### src/rtl/wrd_pkg.sv
package wrd_pkg;
  // Width of a counter that must reach the value 'limit'.
  function automatic int cnt_bits(input int limit);
    return (limit < 2) ? 1 : $clog2(limit + 1);
  endfunction
endpackage

### src/rtl/wrd_rst_sync.sv
module wrd_rst_sync #(
  parameter int STAGES = 2
) (
  input  logic clk,
  input  logic rst_n,
  output logic rst_q_n
);
  logic [STAGES-1:0] chain_q;
  logic [STAGES-1:0] chain_d;

  always_comb begin
    chain_d = {chain_q[STAGES-2:0], 1'b1};
  end

  always_ff @(posedge clk or negedge rst_n) begin
    if (!rst_n) chain_q <= '0;
    else        chain_q <= chain_d;
  end

  assign rst_q_n = chain_q[STAGES-1];
endmodule

### src/rtl/wrd_sync.sv
module wrd_sync #(
  parameter int N      = 4,
  parameter int STAGES = 2
) (
  input  logic         clk,
  input  logic         rst_n,
  input  logic [N-1:0] d,
  output logic [N-1:0] q,
  output logic         primed
);
  logic [STAGES-1:0][N-1:0] stg_q;
  logic [STAGES-1:0][N-1:0] stg_d;
  logic [STAGES-1:0]        fill_q;
  logic [STAGES-1:0]        fill_d;

  always_comb begin
    stg_d[0]  = d;
    fill_d[0] = 1'b1;
    for (int k = 1; k < STAGES; k++) begin
      stg_d[k]  = stg_q[k-1];
      fill_d[k] = fill_q[k-1];
    end
  end

  always_ff @(posedge clk or negedge rst_n) begin
    if (!rst_n) begin
      stg_q  <= '0;
      fill_q <= '0;
    end else begin
      stg_q  <= stg_d;
      fill_q <= fill_d;
    end
  end

  assign q      = stg_q[STAGES-1];
  assign primed = fill_q[STAGES-1];
endmodule

### src/rtl/wrd_qual.sv
module wrd_qual #(
  parameter int N          = 4,
  parameter int MIN_ACTIVE = 2
) (
  input  logic         clk,
  input  logic         rst_n,
  input  logic [N-1:0] lvl,
  input  logic [N-1:0] busy_high,
  input  logic         primed,
  output logic [N-1:0] busy,
  output logic [N-1:0] rel
);
  localparam int CW = wrd_pkg::cnt_bits(MIN_ACTIVE);
  localparam logic [CW-1:0] CNT_MAX = CW'(MIN_ACTIVE);

  for (genvar g = 0; g < N; g++) begin : g_pin
    logic [CW-1:0] cnt_q;
    logic [CW-1:0] cnt_d;
    logic          cnt_en;

    assign busy[g] = primed & ~(lvl[g] ^ busy_high[g]);
    assign rel[g]  = primed & ~busy[g] & (cnt_q >= CNT_MAX);

    always_comb begin
      cnt_en = 1'b1;
      if (!busy[g])             cnt_d = '0;
      else if (cnt_q < CNT_MAX) cnt_d = cnt_q + 1'b1;
      else begin
        cnt_d  = cnt_q;
        cnt_en = 1'b0;
      end
    end

    always_ff @(posedge clk or negedge rst_n) begin
      if (!rst_n)      cnt_q <= '0;
      else if (cnt_en) cnt_q <= cnt_d;
    end
  end
endmodule

### src/rtl/wrd_flags.sv
module wrd_flags #(
  parameter int N = 4
) (
  input  logic         clk,
  input  logic         rst_n,
  input  logic [N-1:0] rel,
  input  logic [N-1:0] clear_w1c,
  input  logic [N-1:0] irq_en,
  output logic [N-1:0] status,
  output logic         irq
);
  logic [N-1:0] flag_q;
  logic [N-1:0] flag_d;
  logic         flag_en;

  always_comb begin
    // a fresh release has priority over a clear of the same bit
    flag_d  = rel | (flag_q & ~clear_w1c);
    flag_en = |rel | |clear_w1c;
  end

  always_ff @(posedge clk or negedge rst_n) begin
    if (!rst_n)       flag_q <= '0;
    else if (flag_en) flag_q <= flag_d;
  end

  assign status = flag_q;
  assign irq    = |(flag_q & irq_en);
endmodule

### src/rtl/wait_release_det.sv
module wait_release_det #(
  parameter int NUM_PINS    = 4,
  parameter int SYNC_STAGES = 2,
  parameter int MIN_ACTIVE  = 2
) (
  input  logic                clk,
  input  logic                rst_n,
  input  logic [NUM_PINS-1:0] wait_in,
  input  logic [NUM_PINS-1:0] busy_high,
  input  logic [NUM_PINS-1:0] irq_en,
  input  logic [NUM_PINS-1:0] clear_w1c,
  output logic [NUM_PINS-1:0] status,
  output logic                irq
);
  logic                rst_q_n;
  logic [NUM_PINS-1:0] lvl;
  logic                primed;
  logic [NUM_PINS-1:0] busy;
  logic [NUM_PINS-1:0] rel;

  wrd_rst_sync #(.STAGES(2)) u_rst (
    .clk     (clk),
    .rst_n   (rst_n),
    .rst_q_n (rst_q_n)
  );

  wrd_sync #(.N(NUM_PINS), .STAGES(SYNC_STAGES)) u_sync (
    .clk    (clk),
    .rst_n  (rst_q_n),
    .d      (wait_in),
    .q      (lvl),
    .primed (primed)
  );

  wrd_qual #(.N(NUM_PINS), .MIN_ACTIVE(MIN_ACTIVE)) u_qual (
    .clk       (clk),
    .rst_n     (rst_q_n),
    .lvl       (lvl),
    .busy_high (busy_high),
    .primed    (primed),
    .busy      (busy),
    .rel       (rel)
  );

  wrd_flags #(.N(NUM_PINS)) u_flags (
    .clk       (clk),
    .rst_n     (rst_q_n),
    .rel       (rel),
    .clear_w1c (clear_w1c),
    .irq_en    (irq_en),
    .status    (status),
    .irq       (irq)
  );
endmodule

### config.mk
export PLATFORM = sky130hd
export DESIGN_NAME = wait_release_det
export DESIGN_NICKNAME = d
export VERILOG_FILES = /design/src/rtl/wrd_pkg.sv /design/src/rtl/wrd_rst_sync.sv /design/src/rtl/wrd_sync.sv /design/src/rtl/wrd_qual.sv /design/src/rtl/wrd_flags.sv /design/src/rtl/wait_release_det.sv
export SDC_FILE = /design/constraint.sdc
export NUM_CORES = 1
export LEC_CHECK = 0
export BUFFER_PORTS_ARGS = -buffer_cell sky130_fd_sc_hd__buf_2
export CAP_MARGIN = 20
export CORE_MARGIN = 1
export CORE_UTILIZATION = 50
export DETAILED_ROUTE_END_ITERATION = 7
export PLACE_DENSITY = 0.76
export SYNTH_ARGS = -nofsm -noshare
export SYNTH_HDL_FRONTEND = slang
export SYNTH_SLANG_ARGS = --single-unit
### constraint.sdc
create_clock -name clk -period 1 [get_ports clk]
set_input_delay 0.1 -clock clk [delete_from_list [all_inputs] [get_ports clk]]
set_output_delay 0.1 -clock clk [all_outputs]
set_load 0.1 [all_outputs]
==> results.toml <==
[status]
outcome = "finished with violations"
violations = "setup timing"

[worst_setup_path]
critical_path_required_ns = 0.90
timing.critical_path.from_type = "flip-flop"
path_class = "reg -> out"
endpoint_kind = "primary output"
arrival_ns = 1.26
worstPathMaxFanout = 2

[placement]
dp.cells = 127
io_buffers = 22
finalWeightedCongestion = 0.6845

[detailed_routing]
dr_total_vias = 658
post_drt_via_cell_ratio = 4.538
detail_route.wl_per_cell_um = 12.74
drt-initial-drc-count = 5
totalWireLength_um = 1847
ant_nets = 0
dr_pass1_iterations = 2
drc_errors = 0

[clock_tree]
clock_tree_from_tritoncts = "done"
cts_max_level = 1
cts_sinks = 24
ctsLongestPathBuffers = 2
cts-buffers-inserted = 3
clk_latency_ns = 0.30
path_clk_slew_ns = 0.13
clock-root-buffer = "clkbuf_4"

[final_layout]
fin_nets = 143
proportion_of_layout_cells_with_a_drive_suffix_above_1 = 0.4750
fin_cells = 145
area.growth.synth_to_final_pct = 60.22
number_of_inserted_diodes = 0

[run]
maxCapViolCount = 0

[grt]
grt_pass1_vias = 683
grt_util_all_layers = 0.2101
globalRoute.totalOverflow = 0
grt_antenna_before_repair = 0
grt_first_pass_wirelength_um = 2787
grt_start_max_net_pins = 14

[logic_synthesis]
synthesis.yosys.warnings = 0
syn_area_um2 = 905.9
yosysUniqueCellTypes = 17
synth-seq-cells = 24
synth_sequential_area_ratio = 0.6630
syn_area_per_cell_um2 = 13.13
synthCells = 69

[timing]
fin_worst_skew_ns = 0.004267
final_hold_viol_count = 0
fin_worst_hold_slack_ns = 0.09352
crit_path_time_final_ns = 1.356
fin_tns_setup_ns = -1.356
final.setup.worst_slack_ns = -0.3564
fmaxAchievable_ghz = 0.7373
rsz0062_at_grt = "yes"
setup_viol_count_final = 9
drv_slew = 0
timing.final.crit_share = 1.356

[floorplan]
rows = 15
die_span_in_x_um = 44.57
floorplan.initialDensity = 0.5304
design.die.area_mm2 = 0.001986
ios = 23
chipHeight_um = 44.57
placeableCoreArea_mm2 = 0.001708

[pwr]
power_per_cell_area_mw_per_mm2 = 1542
cellLeakagePower_nw = 0.7089
ir_drop_mv = 1.391

[hold_path]
worstHoldPathType = "in -> reg"
[sequential cells by signal (all words and copies together) (netlist names)]
| signal | flops |
|---|---|
| u_sync.fill_q | 2 |
| u_sync.q | 4 |
| u_qual.g_pin.cnt_q | 8 |
| u_flags.status | 4 |
| u_rst.chain_q | 2 |
| u_sync.stg_d | 4 |
[cell usage after synthesis, drive strengths merged]
cell	n	share of area
o21a	1	0.0083
o22ai	3	0.021
a22oi	2	0.017
nor2b	1	0.0069
dfrtp	24	0.66
inv	8	0.033
nand2	1	0.0041
and3	6	0.041
o21ai	3	0.017
buf	1	0.0055
nand2b	3	0.021
ha	4	0.055
xor2	2	0.019
nor3b	2	0.017
conb	1	0.0041
a22o	1	0.0097
xnor2	6	0.058
[report_power, final]
group | internal (W) | switching (W) | total, W
logic | 0.000318 | 0.000332 | 0.000650
registers | 0.00105 | 0.0000466 | 0.00109
clock network | 0.000222 | 0.000272 | 0.000494
total | 0.00159 | 0.000652 | 0.00224
[stage by stage]
step	total power, W	util	worst slack (ns)	instance area [um2]
2_1_floorplan	0.001427	-	-0.1698	954.7
3_3_place_gp	0.001610	0.7223	-0.1000	1234
3_5_place_dp	0.001638	0.7223	-0.1054	1234
4_1_cts	0.002228	0.8396	-0.3589	1434
5_1_grt	0.002327	0.8498	-0.4069	1451
6_report	0.002238	0.8498	-0.3564	1451
[worst max-delay path, cell delays in order, from the launching register on]
cell and delay [ns]:
dfrtp_4 0.50, a22oi_2 0.21, nand2_4 0.07, buf_12 0.17
[final timing paths]
kind	endpoint	slack (ns)	cells after the start	start
setup / recovery	irq	-0.36	3	u_flags.status[0]
hold / removal	u_flags.status[3]	0.09	3	clear_w1c[3]
setup reg to reg	u_flags.status[3]	-0.04	3	u_flags.status[3]
hold reg to reg	u_sync.stg_d[4]	0.19	1	u_rst.chain_q[1]
max in group asynchronous	u_flags.status[2]	0.63	1	u_rst.chain_q[1]
min in group asynchronous	u_rst.chain_q[0]	0.10	2	rst_n
[repair_timing]
item,CTS,global route
gates resized for setup,12,5
endpoints found under the setup margin,11,12
hold buffers,8,0
pin swaps,3,2
buffers inserted,5,3
endpoints found under the hold margin,9,0
[per-layer routing]
metal  vias to the layer above  wire, um  part of all wire  track usage
li1                        325         -                 -            -
met1                       314       731              0.40       0.2182
met2                        17      1047              0.57       0.3912
met3                         2        52             0.028      0.04490
met4                         0        15            0.0081       0.1091
met5                         -         0                 0            0
[area by class of cell]
cell class | count | area, um2
clock buffers | 4 | 36.28
flip-flops and latches | 24 | 615.6
fillers | 93 | 256.5
inverters | 8 | 30.03
multi-input cells | 37 | 326.6
repair buffers | 47 | 411.6
well taps | 25 | 31.28
[cells in the final DEF (no fill, tap or decap), types with 4 or more instances in the layout]
| cell | Yosys | routed |
|---|---|---|
| dlygate4sd3_1 | 0 | 8 |
| buf_6 | 0 | 5 |
| dfrtp_4 | 0 | 4 |
| buf_4 | 0 | 12 |
| buf_2 | 1 | 17 |
| and3_1 | 6 | 5 |
| xnor2_1 | 6 | 6 |
| dfrtp_1 | 24 | 20 |
| inv_1 | 8 | 6 |
| buf_12 | 0 | 5 |
[kinds of logic (layout without fill, tap and decap cells)]
logic type | count (synthesis) | after routing | share of synthesized area
other cells | 1 | 2 | 0.004140
compound gates | 10 | 10 | 0.07182
buf+inv | 9 | 59 | 0.03867
flops | 24 | 24 | 0.6630
xor+xnor | 8 | 8 | 0.07735
simple gates | 13 | 13 | 0.08978
fa+ha+maj | 4 | 4 | 0.05525
(Power assumes the default switching activity.)
